`src/rtl/priv_trap_pkg.sv`:
```
package priv_trap_pkg;

    localparam int CLASS_W = 3;
    localparam int PRIV_W  = 2;
    localparam int CAUSE_W = 5;
    localparam int MODE_W  = 3;

    localparam logic [CAUSE_W-1:0] CAUSE_ILLEGAL = CAUSE_W'(2);
    localparam logic [CAUSE_W-1:0] CAUSE_VIRT    = CAUSE_W'(22);

    typedef enum logic [CLASS_W-1:0] {
        CLS_WFI      = 3'd0,
        CLS_WRS      = 3'd1,
        CLS_ATFENCE  = 3'd2,
        CLS_HFENCE_V = 3'd3,
        CLS_HFENCE_G = 3'd4,
        CLS_HLSV     = 3'd5,
        CLS_HLVX     = 3'd6,
        CLS_NONE     = 3'd7
    } instr_class_e;

    typedef enum logic [PRIV_W-1:0] {
        PRV_USER  = 2'd0,
        PRV_SUPER = 2'd1,
        PRV_RSVD  = 2'd2,
        PRV_MACH  = 2'd3
    } priv_e;

    typedef enum logic [1:0] {
        VD_ALLOW   = 2'd0,
        VD_ILLEGAL = 2'd1,
        VD_VIRT    = 2'd2
    } verdict_e;

    typedef struct packed {
        logic virt_on;
        logic s_present;
        logic trap_wait;
        logic trap_vm;
        logic vtrap_wait;
        logic vtrap_vm;
        logic hyp_user_ok;
        logic hyp_spv_priv;
        logic vs_sum;
    } ctl_bits_t;

    typedef struct packed {
        logic                allowed;
        logic                trap;
        logic [CAUSE_W-1:0]  cause;
    } result_t;

    function automatic result_t to_result(verdict_e v);
        result_t r;
        r.allowed = (v == VD_ALLOW);
        r.trap    = (v != VD_ALLOW);
        r.cause   = (v == VD_ILLEGAL) ? CAUSE_ILLEGAL :
                    (v == VD_VIRT)    ? CAUSE_VIRT    : '0;
        return r;
    endfunction

endpackage

```
`src/rtl/pt_rule_eval.sv`:
```
module pt_rule_eval
    import priv_trap_pkg::*;
(
    input  instr_class_e cls,
    input  priv_e        priv,
    input  ctl_bits_t    ctl,
    output verdict_e     verdict
);
    logic in_u, in_s, in_m, v;

    always_comb begin
        in_u = (priv == PRV_USER);
        in_s = (priv == PRV_SUPER);
        in_m = (priv == PRV_MACH);
        v    = ctl.virt_on;
        verdict = VD_ILLEGAL;
        unique case (cls)
            CLS_WFI: begin
                if (((in_s || (!ctl.s_present && in_u)) && ctl.trap_wait) ||
                    (ctl.s_present && in_u && !v))
                    verdict = VD_ILLEGAL;
                else if (v && (in_u || (in_s && ctl.vtrap_wait)))
                    verdict = VD_VIRT;
                else
                    verdict = VD_ALLOW;
            end
            CLS_WRS: begin
                if (v && (in_s || in_u) && ctl.vtrap_wait && !ctl.trap_wait)
                    verdict = VD_VIRT;
                else if (!in_m && ctl.trap_wait)
                    verdict = VD_ILLEGAL;
                else
                    verdict = VD_ALLOW;
            end
            CLS_ATFENCE: begin
                if (!v && (in_u || (in_s && ctl.trap_vm)))
                    verdict = VD_ILLEGAL;
                else if (v && (in_u || ctl.vtrap_vm))
                    verdict = VD_VIRT;
                else
                    verdict = VD_ALLOW;
            end
            CLS_HFENCE_V, CLS_HFENCE_G: begin
                if (cls == CLS_HFENCE_G && in_s && !v && ctl.trap_vm)
                    verdict = VD_ILLEGAL;
                else if (v)
                    verdict = VD_VIRT;
                else if (in_m || in_s)
                    verdict = VD_ALLOW;
                else
                    verdict = VD_ILLEGAL;
            end
            CLS_HLSV, CLS_HLVX: begin
                if (in_m)
                    verdict = VD_ALLOW;
                else if (v)
                    verdict = VD_VIRT;
                else if (in_u && !ctl.hyp_user_ok)
                    verdict = VD_ILLEGAL;
                else
                    verdict = VD_ALLOW;
            end
            default: verdict = VD_ILLEGAL;
        endcase
    end
endmodule

```
`src/rtl/pt_xlate_sel.sv`:
```
module pt_xlate_sel
    import priv_trap_pkg::*;
(
    input  instr_class_e      cls,
    input  ctl_bits_t         ctl,
    output logic [MODE_W-1:0] mode
);
    logic hyp_access, exec_access;

    always_comb begin
        hyp_access  = (cls == CLS_HLSV) || (cls == CLS_HLVX);
        exec_access = (cls == CLS_HLVX);
        mode = '0;
        if (hyp_access) begin
            if (!exec_access && ctl.hyp_spv_priv && ctl.vs_sum)
                mode = 3'b110;
            else
                mode = {1'b1, 1'b0, ctl.hyp_spv_priv};
        end
    end
endmodule

```
`src/rtl/priv_trap_decoder.sv`:
```
module priv_trap_decoder
    import priv_trap_pkg::*;
(
    input  logic               clk,
    input  logic               rst,
    input  logic               req_valid,
    input  logic [CLASS_W-1:0] req_class,
    input  logic [PRIV_W-1:0]  cur_priv,
    input  logic               virt_on,
    input  logic               s_present,
    input  logic               trap_wait,
    input  logic               trap_vm,
    input  logic               vtrap_wait,
    input  logic               vtrap_vm,
    input  logic               hyp_user_ok,
    input  logic               hyp_spv_priv,
    input  logic               vs_sum,
    output logic               done_valid,
    output logic               allowed,
    output logic               trap_valid,
    output logic [CAUSE_W-1:0] trap_cause,
    output logic [MODE_W-1:0]  xlate_mode
);
    ctl_bits_t         ctl;
    instr_class_e      cls;
    priv_e             priv;
    verdict_e          verdict;
    result_t           res;
    logic [MODE_W-1:0] mode_next;

    assign cls  = instr_class_e'(req_class);
    assign priv = priv_e'(cur_priv);
    assign ctl  = '{virt_on: virt_on, s_present: s_present, trap_wait: trap_wait,
                    trap_vm: trap_vm, vtrap_wait: vtrap_wait, vtrap_vm: vtrap_vm,
                    hyp_user_ok: hyp_user_ok, hyp_spv_priv: hyp_spv_priv,
                    vs_sum: vs_sum};

    pt_rule_eval u_rules (
        .cls     (cls),
        .priv    (priv),
        .ctl     (ctl),
        .verdict (verdict)
    );

    pt_xlate_sel u_xlate (
        .cls  (cls),
        .ctl  (ctl),
        .mode (mode_next)
    );

    assign res = to_result(verdict);

    always_ff @(posedge clk) begin
        if (rst) begin
            done_valid <= 1'b0;
            allowed    <= 1'b0;
            trap_valid <= 1'b0;
            trap_cause <= '0;
            xlate_mode <= '0;
        end else begin
            done_valid <= req_valid;
            if (req_valid) begin
                allowed    <= res.allowed;
                trap_valid <= res.trap;
                trap_cause <= res.cause;
                xlate_mode <= mode_next;
            end
        end
    end
endmodule

```
`config.mk`:
```
export PLATFORM = sky130hd
export DESIGN_NAME = priv_trap_decoder
export DESIGN_NICKNAME = d
export VERILOG_FILES = /design/src/rtl/priv_trap_pkg.sv /design/src/rtl/pt_rule_eval.sv /design/src/rtl/pt_xlate_sel.sv /design/src/rtl/priv_trap_decoder.sv
export SDC_FILE = /design/constraint.sdc
export NUM_CORES = 1
export LEC_CHECK = 0
export BUFFER_PORTS_ARGS = -buffer_cell sky130_fd_sc_hd__buf_2
export CAP_MARGIN = 20
export CORE_AREA = 2 2 42 44
export DETAILED_ROUTE_END_ITERATION = 7
export DIE_AREA = 0 0 44 46
export PLACE_DENSITY_LB_ADDON = 0.2
export SYNTH_ARGS = -nofsm -noshare
export SYNTH_HDL_FRONTEND = slang
export SYNTH_SLANG_ARGS = --single-unit
```
`constraint.sdc`:
```
create_clock -name clk -period 1.9 [get_ports clk]
set_clock_uncertainty 0.05 [all_clocks]
set_input_delay 0.19 -clock clk [delete_from_list [all_inputs] [get_ports clk]]
set_output_delay 0.19 -clock clk [all_outputs]
set_load 0.05 [all_outputs]
```
Word-level counts from Yosys, hierarchy flattened
Index checks and enable logic that the tools add are counted.
{"block": "op_classes", "n_mux": 17, "n_eq_ne": 10, "n_reduce_logical": 39}
{"cell": "two-way mux 2 bit", "n": 10}
{"cell": "logical AND 1 bit", "n": 19}
{"cell": "two-way mux 5 bit", "n": 2}
{"cell": "case mux 2 bit (5 select lines)", "n": 1}
{"cell": "== test 3 bit (second input constant)", "n": 3}
{"cell": "logical OR 1 bit", "n": 8}
{"cell": "== test 3 x 2 -> 1 bit (second input constant)", "n": 2}
{"cell": "logical NOT 1 bit", "n": 6}
{"cell": "== test 2 x 1 -> 1 bit (second input constant)", "n": 2}
{"cell": "== test 2 bit (second input constant)", "n": 2}
{"cell": "logical NOT 2 bit", "n": 2}
{"cell": "OR reduction 2 bit", "n": 2}
{"cell": "== test 3 x 1 -> 1 bit (second input constant)", "n": 1}
{"cell": "logical NOT 3 bit", "n": 1}
{"cell": "two-way mux 1 bit", "n": 3}
{"cell": "two-way mux 3 bit", "n": 1}
{"cell": "nonzero test 2 bit", "n": 1}
{"block": "word_totals", "inputBits": 17, "output_inout_bits": 11, "word_cells": 71, "register_bits": 11}

Logic depth before layout (Yosys ltp)
Gate-level depths: netlist (run 1).
{"block": "depth", "ltp_word": 10, "mapped_depth": 8, "depth_no_buf": 7}

Hierarchy
From an unflattened synthesis (run 1), not the netlist that was laid out.
{"block": "hier_totals", "hier_cells": 72, "area_unflattened_um2": 601.8}
{"mod": "priv_trap_decoder", "area_per_inst_um2": 354.1, "seq_area_each_um2": 160.2, "cells_per_inst": 34, "instances": 1}
{"mod": "pt_rule_eval", "area_per_inst_um2": 190.2, "seq_area_each_um2": 0.0, "cells_per_inst": 29, "instances": 1}
{"mod": "pt_xlate_sel", "area_per_inst_um2": 57.6, "seq_area_each_um2": 0.0, "cells_per_inst": 9, "instances": 1}

Worst setup path before layout (run 1)
Ideal clock, no wire load.
{"block": "synth_path", "kind": "input -> register", "startpoint": "in req_class[2]", "endpoint": "reg trap_cause[1]", "required_ps": 1726, "path_slack_ps": 98, "path_stages": 7, "arrival_time_ps": 1628, "setup_time_ps": 124, "n_path_buf": 0, "path_cell_list": "and2b_1 a22oi_2 a311oi_1 a2111oi_1 ha_1 mux2i_1 nor2_1"}
{"item": "start, declared", "line": "priv_trap_decoder.sv:7", "text": "input logic [CLASS_W-1:0] req_class,"}
{"item": "end signal, assigned", "line": "priv_trap_decoder.sv:65", "text": "trap_cause <= res.cause;"}
{"item": "end, declared", "line": "priv_trap_decoder.sv:21", "text": "output logic [CAUSE_W-1:0] trap_cause,"}

==> results.ini, run 1 <==
[outcome]
status = finished clean

[run]
drv_cap = 0

[setup_path]
worstSetupPathType = input port to register
r2r_end = trap_valid
crit_path_start_kind = input port
crit_required_ps = 1990
endpoint_kind = register
cp.arrival_ps = 1770
path_max_fanout = 7
ff2ff_setup_slack_ps = 1250
cp_slowest_cell = a2111oi_0
critPathMaxStageDelay_ps = 440
worstRegToRegCells = 2
path_cells = buf_2 > and2b_1 > o21ai_1 > a2111oi_0 > a2111oi_1 > buf_4 > ha_1 > mux2i_1 > nor2_1
r2r-start = trap_valid
critPathLaunch = req_class[1]
endpoint = trap_cause[1]

[sta]
tns_ps = 0
worst_slack_ps = 218
fin_crit_ps = 1680
whs_ps = 158
finalHoldViolCount = 0
max_clock_freq_ghz = 0.595
setup_viol = 0
finalCritPeriodShare_pct = 88.5
drv_slew = 0
rsz0062_at_grt = no

[floorplanning]
io-pin-count = 28
die_area_mm2 = 0.00202
core_area_mm2 = 0.00161
rows = 15
start_util_pct = 37.1
die_width_um = 44
die-height_um = 46

[yosys]
synth-edff-count = 0
syn_inst = 72
synth_area_leaders = dfxtp_1 27%, ha_1 6.3%, nand2b_1 5.2%
ys_ff_latch = 8
ys_warn_count = 0
synth_top_area_share_pct = 26.8
synth_commonest_cells = 8 x dfxtp_1, 6 x nor2_1, 5 x nand2b_1
yosysTopAreaCell = dfxtp_1
yosysMostFrequentCell = dfxtp_1
async_flop_share_pct = 0
syn_avg_cell_area_um2 = 8.31
yosysSeqAreaShare_pct = 26.8
ys.flop_type = dfxtp_1
synth_area_um2 = 598
synth_cell_types = 37

[finish]
drive_gt1_share_pct = 35.7
utilization_pct = 46.9
area_growth_pct = 26.6
final_nets = 120
antenna_cells = 0

[place]
place_congestion = 0.758
hpwl_um = 1010
io_buffers = 25
pre_cts_slack_ps = -29.3

[worst_hold_path]
hold_class = input port to register

[grt]
grt_pass1_vias = 520
grt_pass1_wl_um = 2140
antenna_found_initial = 0
grt_start_max_net_pins = 13
grt_use_total_pct = 14.3
overflow = 0

[clock_network]
clkLatencyLatePin_ps = 250
cts_hold_buf = 0
htreeDepth = 1
clockBufferDepth = 2
numCtsBuffers = 3
cts_tree = done
clk_pin_slew_ps = 50
cts.sinks = 8
cts_root_buf = clkbuf_4
post_cts_buffers = 0
post_cts_resize_count = 0

[pwr]
ir_worst_vdd_v = 0.000217
power.leakage_nw = 0.351
p_per_area_mw_per_mm2 = 610
power_uw = 461

[route]
vias_per_cell = 5.05
drtPass1Iterations = 4
drt-total-wl_um = 1260
avgRoutedWirePerCell_um = 11.0
dr.first_iter.drc_count = 7
drc_errors = 0
num_vias = 581
ant_nets = 0

metal layers:
layer  wire, µm  global-route usage, %  vias to the layer above  part of all wire, %
met3         73                   2.78                        2                  5.8
met5          0                      0                        -                    0
li1           -                      -                      312                    -
met1        598                   19.0                      246                   47
met2        575                   20.6                       21                   46
met4         13                   10.3                        0                  1.0
critical path, delay by kind of cell:
family                   cells  cell delay (ps)
AO/OA/AOI/OAI                3              620
buffers and inverters        2              320
adder cells (fa/ha/maj)      1              280
AND/OR/NAND/NOR              2              230
multiplexers                 1              130
registers in the layout, indices dropped and copies added (netlist names):
| register | count |
|---|---|
| allowed | 1 |
| done_valid | 1 |
| trap_cause | 2 |
| trap_valid | 1 |
| xlate_mode | 3 |
kinds of logic (layout without fill, tap and decap cells):
logic type | Yosys count | after routing | share of synthesized area [%]
AO/OA/AOI/OAI | 21 | 21 | 25.9
XOR/XNOR | 1 | 1 | 1.46
adder cells (fa/ha/maj) | 3 | 3 | 6.28
buffers and inverters | 11 | 36 | 10.5
flip-flops | 8 | 8 | 26.8
multiplexers | 3 | 3 | 5.02
other | 1 | 2 | 0.627
AND/OR/NAND/NOR | 24 | 24 | 23.4
cells in the final DEF, fill, tap and decap left out, drive strengths merged, types with 2 or more instances in the layout:
cell type and instances:
o21ai 4, nor2 6, a2111oi 2, nand2b 5
nor3 2, mux2i 3, conb 2, nand3 2
nand2 2, dfxtp 8, a211oi 3, ha 3
a22oi 2, inv 3, clkbuf 3, buf 30
nor2b 2, a21oi 3
power by group:
part | total [mW] | switching [mW] | internal [mW]
clock | 0.126 | 0.0536 | 0.0720
combinational | 0.154 | 0.0992 | 0.0552
sequential | 0.181 | 0.00390 | 0.178
worst min-delay path by stage:
| stage | startpoint | end | slack [ps] | cells after the start |
|---|---|---|---|---|
| floorplan | hyp_spv_priv | xlate_mode[0] | 300 | 2 |
| global placement | xlate_mode[1] | xlate_mode[1] | 400 | 2 |
| detailed placement | xlate_mode[1] | xlate_mode[1] | 410 | 2 |
| CTS | rst | xlate_mode[1] | 150 | 2 |
| global route | rst | xlate_mode[1] | 170 | 2 |
| finish | rst | xlate_mode[0] | 160 | 2 |
per-stage QoR:
stage | instance area (µm²) | instances
2_1_floorplan | 602 | 73
3_3_place_gp | 734 | 112
3_5_place_dp | 734 | 112
4_1_cts | 757 | 115
5_1_grt | 757 | 115
6_report | 757 | 115
layout make-up:
| class | instances | area (µm²) |
|---|---|---|
| clock buffer | 3 | 22.5 |
| fill | 170 | 857 |
| inverter | 3 | 11.3 |
| multi-input combinational | 54 | 379 |
| tap | 17 | 21.3 |
| sequential | 8 | 160 |
| timing repair buffer | 30 | 163 |
No activity file was read; power rests on OpenSTA's default activity.
==> run 2, diff against run 1 <==
RECOVER_POWER = 25   (was default)
==> run 2 against run 1 <==
Cell count did not move. Sequential cell count did not move. Power barely moved. Critical endpoint unchanged. First-iteration DRC count did not move. Die area did not move. Non-clock buffer count did not move. Global-route usage did not move. Design area fell by 0.17%.
==> results.ini, run 2 (synthesized netlist as in run 1, its figures left out) <==
[setup_path]
crit_required_ps = 1990  ; about the same
endpoint_kind = register  ; unchanged
path_buf_inv = 2  ; unchanged
critPathLaunch = req_class[1]  ; unchanged
path_max_fanout = 7  ; unchanged
r2r-start = trap_valid  ; unchanged
r2r_end = trap_valid  ; unchanged
worstSetupPathType = input port to register  ; unchanged
critPathMaxStageDelay_ps = 440  ; about the same
crit_path_start_kind = input port  ; unchanged
path_cells = buf_2 > and2b_1 > o21ai_1 > a2111oi_0 > a2111oi_1 > buf_4 > ha_1 > mux2i_1 > nor2_1  ; unchanged
worst_path_dominant_cell_family = compound AO/OA/AOI/OAI gates  ; unchanged
path_depth = 9  ; unchanged
worstRegToRegCells = 2  ; unchanged
ff2ff_setup_slack_ps = 1240  ; was 1250 ps
cp_slowest_cell = a2111oi_0  ; unchanged
cp.arrival_ps = 1780  ; was 1770 ps

[route]
ant_nets = 0  ; unchanged
drc_errors = 0  ; unchanged
drt-total-wl_um = 1260  ; about the same
num_vias = 584  ; was 581
drtPass1Iterations = 4  ; unchanged
avgRoutedWirePerCell_um = 10.9  ; was 11.0 µm
dr.first_iter.drc_count = 7  ; unchanged
vias_per_cell = 5.08  ; was 5.05

[clock_network]
post_cts_resize_count = 0  ; unchanged
post_cts_buffers = 0  ; unchanged
clk_pin_slew_ps = 50  ; about the same
cts.sinks = 8  ; unchanged
clockBufferDepth = 2  ; unchanged
cts_tree = done  ; unchanged
cts_hold_buf = 0  ; unchanged
htreeDepth = 1  ; unchanged
cts_root_buf = clkbuf_4  ; unchanged
clkLatencyLatePin_ps = 250  ; about the same
numCtsBuffers = 3  ; unchanged

[sta]
max_clock_freq_ghz = 0.594  ; was 0.595 GHz
finalCritPeriodShare_pct = 88.5  ; about the same
worst_slack_ps = 218  ; about the same
slew_headroom_pct = 66.5
rsz0062_at_grt = no  ; unchanged
tightestPinTransition_ps = 502
fin_crit_ps = 1680  ; about the same
tns_ps = 0  ; unchanged
setup_viol = 0  ; unchanged
drv_slew = 0  ; unchanged
whs_ps = 157  ; was 158 ps
finalHoldViolCount = 0  ; unchanged

[pwr]
ir_worst_vdd_v = 0.000217  ; about the same
power_uw = 461  ; about the same
power.leakage_nw = 0.348  ; was 0.351 nW
p_per_area_mw_per_mm2 = 610  ; about the same

[worst_hold_path]
worstHoldStart = rst  ; unchanged
holdPathEnd = xlate_mode[0]  ; unchanged
hold_class = input port to register  ; unchanged
min_path_cells = 2  ; unchanged

[grt]
grt_start_max_net_pins = 13  ; unchanged
grt_pass1_vias = 520  ; unchanged
grt_use_total_pct = 14.3  ; unchanged
overflow = 0  ; unchanged
grt_pass1_wl_um = 2140  ; unchanged
antenna_found_initial = 0  ; unchanged

[floorplanning]
die_width_um = 44  ; unchanged
die_area_mm2 = 0.00202  ; unchanged
die-height_um = 46  ; unchanged
io-pin-count = 28  ; unchanged
core_area_mm2 = 0.00161  ; unchanged
start_util_pct = 37.1  ; unchanged
rows = 15  ; unchanged

[finish]
final_cell_mix = 24 x buf_2, 8 x dfxtp_1, 6 x nor2_1  ; was 25 x buf_2, 8 x dfxtp_1, 6 x nor2_1
area_growth_pct = 26.4  ; was 26.6%
antenna_cells = 0  ; unchanged
final_common_cell = buf_2  ; unchanged
seqCellArea_um2 = 160  ; unchanged
top_regs = xlate_mode: 3 flops, trap_cause: 2 flops  ; unchanged
final_nets = 120  ; unchanged
regMostFlops = xlate_mode  ; unchanged
n_fill_cell = 171  ; was 170
largest_reg_flops = 3  ; unchanged
drive_gt1_share_pct = 34.7  ; was 35.7%
multi_input_area_um2 = 379  ; unchanged
stdcell_count = 115  ; unchanged

[outcome]
status = finished clean  ; unchanged

[place]
io_buffers = 25  ; unchanged
pre_cts_slack_ps = -29.3  ; unchanged
place_congestion = 0.758  ; unchanged
hpwl_um = 1010  ; unchanged
placed_cells = 112  ; unchanged

[run]
drv_cap = 0  ; unchanged

==> run 2: worst reg2reg max path, cell delays in order, from the launching register on <==
cell and delay [ps]:
dfxtp_1 320, nor2_1 40, a211oi_1 170
==> run 2: how the worst max path moves through the flow <==
stage	to	slack, ps
3_3_place_gp	trap_cause[1]	10
5_1_grt	trap_cause[1]	60
6_report	trap_cause[1]	220
4_1_cts	trap_cause[1]	220
3_5_place_dp	trap_cause[1]	-30
2_1_floorplan	trap_cause[1]	100
==> run 2: final cells by class <==
cell class	count	share of cell area (%)
Sequential cell	8	21.2
Multi-Input combinational cell	54	50.2
Tap cell	17	2.81
Clock buffer	3	2.98
Timing Repair Buffer	30	21.4
Inverter	3	1.49
==> run 2: layer usage <==
layer	track usage [%]	part of all wire, %
met5	0	0
met4	10.3	1.0
met3	2.78	5.7
met2	20.6	46
met1	19.0	47
==> run 2: power by group <==
part	switching (mW)	internal (mW)	total, mW
clock network	0.0537	0.0720	0.126
registers	0.00391	0.178	0.181
logic	0.0992	0.0549	0.154
==> run 2: metrics by stage <==
| stage | instance area [µm²] | util (%) |
|---|---|---|
| 4_1_cts | 757 | 46.9 |
| 2_1_floorplan | 602 | - |
| 6_report | 756 | 46.8 |
| 5_1_grt | 756 | 46.8 |
| 3_5_place_dp | 734 | 45.5 |
| 3_3_place_gp | 734 | 45.5 |
==> run 3, diff against run 2 <==
CORE_AREA = 2 2 39 41   (was 2 2 42 44)
DIE_AREA = 0 0 41 43   (was 0 0 44 46)
PLACE_DENSITY = 0.86   (was default)
PLACE_DENSITY_LB_ADDON = default   (was 0.2)
clock period = 2 ns   (was 1.9 ns; I/O delays follow)
==> run 3 against run 2 <==
Routed wire length increased by 2.6%. Utilization up 6.3 points. Worst hold slack gained 3.2 ps.
==> results.ini, run 3 (synthesized netlist as in run 1, its figures left out) <==
[outcome]
status = finished clean  ; unchanged

[floorplanning]
start_util_pct = 43.2  ; was 37.1%
die_width_um = 41  ; was 44 µm
rows = 14  ; was 15
core_area_mm2 = 0.00138  ; was 0.00161 mm²
die_area_mm2 = 0.00176  ; was 0.00202 mm²
io-pin-count = 28  ; unchanged
die-height_um = 43  ; was 46 µm

[pwr]
power_frac_comb_pct = 32.6  ; was 33.4%
ir_worst_vdd_v = 0.000324  ; was 0.000217 V
clkPwrFrac_pct = 27.7  ; was 27.3%
power.leakage_nw = 0.335  ; was 0.348 nW
swShare_pct = 34.5  ; was 34.0%
power_switching_uw = 150  ; was 157 µW
p_per_area_mw_per_mm2 = 591  ; was 610 mW/mm²
internal_power_uw = 285  ; was 304 µW
power_uw = 435  ; was 461 µW
pwr-share-seq_pct = 39.7  ; was 39.3%

[place]
hpwl_um = 1040  ; was 1010 µm
pre_cts_slack_ps = -75.4  ; was -29.3 ps
io_buffers = 25  ; unchanged
placed_cells = 109  ; was 112
place_congestion = 0.815  ; was 0.758

[sta]
whs_ps = 160  ; was 157 ps
rsz0062_at_grt = no  ; unchanged
worst_slack_ps = 183  ; was 218 ps
finalCritPeriodShare_pct = 90.9
fin_crit_ps = 1820
slew_headroom_pct = 56.5  ; was 66.5%
tns_ps = 0  ; unchanged
setup_viol = 0  ; unchanged
max_clock_freq_ghz = 0.550
drv_slew = 0  ; unchanged
tightestPinTransition_ps = 651  ; was 502 ps
finalHoldViolCount = 0  ; unchanged

[clock_network]
clockBufferDepth = 2  ; unchanged
clkLatencyLatePin_ps = 250  ; about the same
cts.sinks = 8  ; unchanged
post_cts_buffers = 0  ; unchanged
cts_root_buf = clkbuf_4  ; unchanged
cts_tree = done  ; unchanged
post_cts_resize_count = 0  ; unchanged
cts_hold_buf = 0  ; unchanged
clk_pin_slew_ps = 50  ; about the same
htreeDepth = 1  ; unchanged
numCtsBuffers = 3  ; unchanged

[route]
avgRoutedWirePerCell_um = 11.5  ; was 10.9 µm
ant_nets = 0  ; unchanged
dr.first_iter.drc_count = 7  ; unchanged
vias_per_cell = 5.43  ; was 5.08
drc_errors = 0  ; unchanged
drt-total-wl_um = 1290  ; was 1260 µm
num_vias = 608  ; was 584
drtPass1Iterations = 4  ; unchanged

[finish]
top_regs = xlate_mode: 3 flops, trap_cause: 2 flops  ; unchanged
antenna_cells = 0  ; unchanged
stdcell_count = 112  ; was 115
area_growth_pct = 23.0  ; was 26.4%
final_cell_mix = 24 x buf_2, 8 x dfxtp_1, 6 x nor2_1  ; unchanged
drive_gt1_share_pct = 32.3  ; was 34.7%
largest_reg_flops = 3  ; unchanged
regMostFlops = xlate_mode  ; unchanged
final_nets = 118  ; was 120
final_common_cell = buf_2  ; unchanged

[setup_path]
ff2ff_setup_slack_ps = 1310  ; was 1240 ps
worstSetupPathType = input port to register  ; unchanged
endpoint_kind = register  ; unchanged
worstRegToRegCells = 2  ; unchanged
path_max_fanout = 8  ; was 7
cp_slowest_cell = a2111oi_1  ; was a2111oi_0
r2r_end = allowed  ; was trap_valid
critPathMaxStageDelay_ps = 630  ; was 440 ps
crit_path_start_kind = input port  ; unchanged
path_cells = buf_2 > and2b_1 > a22oi_2 > a311oi_1 > a2111oi_1 > ha_1 > mux2i_1 > nor2_1  ; was buf_2 > and2b_1 > o21ai_1 > a2111oi_0 > a2111oi_1 > buf_4 > ha_1 > mux2i_1 > nor2_1
crit_required_ps = 2090  ; was 1990 ps
r2r-start = allowed  ; was trap_valid
cp.arrival_ps = 1910  ; was 1780 ps
worst_path_dominant_cell_family = compound AO/OA/AOI/OAI gates  ; unchanged
path_buf_inv = 1  ; was 2

[worst_hold_path]
holdPathEnd = xlate_mode[1]  ; was xlate_mode[0]
worstHoldStart = rst  ; unchanged
hold_class = input port to register  ; unchanged
min_path_cells = 2  ; unchanged

[grt]
grt_use_total_pct = 17.6  ; was 14.3%
antenna_found_initial = 0  ; unchanged
grt_pass1_vias = 506  ; was 520
grt_pass1_wl_um = 2050  ; was 2140 µm
overflow = 0  ; unchanged
grt_start_max_net_pins = 13  ; unchanged

[run]
drv_cap = 0  ; unchanged

## run 3: changes by cell type in the layout (fill, tap and decap cells not counted), sizes merged
cell    previous run  this run
buf               29        26
clkbuf             4         5
## run 3: worst max path at each step
| stage | start | slack, ps | depth (start not counted) | end |
|---|---|---|---|---|
| after floorplan | req_class[2] | 190 | 7 | trap_cause[1] |
| after CTS | req_class[1] | 190 | 8 | trap_cause[1] |
| after detailed placement | req_class[1] | -80 | 8 | trap_cause[1] |
| after global routing | req_class[1] | 20 | 8 | trap_cause[1] |
| after global placement | req_class[1] | -30 | 8 | trap_cause[1] |
| final | req_class[1] | 180 | 8 | trap_cause[1] |
## run 3: power groups by stage
stage | clock (mW) | sequential [mW] | combinational, mW
global placement | 0 | 0.175 | 0.139
finish | 0.120 | 0.173 | 0.142
global route | 0.137 | 0.174 | 0.155
detailed placement | 0 | 0.176 | 0.143
floorplan | 0 | 0.207 | 0.0722
CTS | 0.128 | 0.173 | 0.143
## run 3: area by class of cell
class | instances | area, µm²
fill | 139 | 648
multi-input combinational | 54 | 379
sequential | 8 | 160
timing repair buffer | 28 | 143
clock buffer | 3 | 22.5
tap | 16 | 20.0
inverter | 3 | 11.3
## run 3: through the flow
step	util [%]	area [µm²]
after floorplan	-	602
after global placement	51.9	718
after detailed placement	51.9	718
after CTS	53.5	741
after global routing	53.2	736
final	53.2	736
## run 3: worst register-to-register path, cell delays in order (launching register included)
cell	delay (ps)
dfxtp_1	310
mux2i_1	160
nor2_1	60
## run 3: metal layers
layer | vias to the layer above | wire length, µm | global-route usage [%]
met3 | 2 | 76 | 3.14
met4 | 0 | 20 | 14.0
met5 | - | 0 | 0
met2 | 21 | 631 | 27.8
met1 | 277 | 560 | 18.9
li1 | 308 | - | -
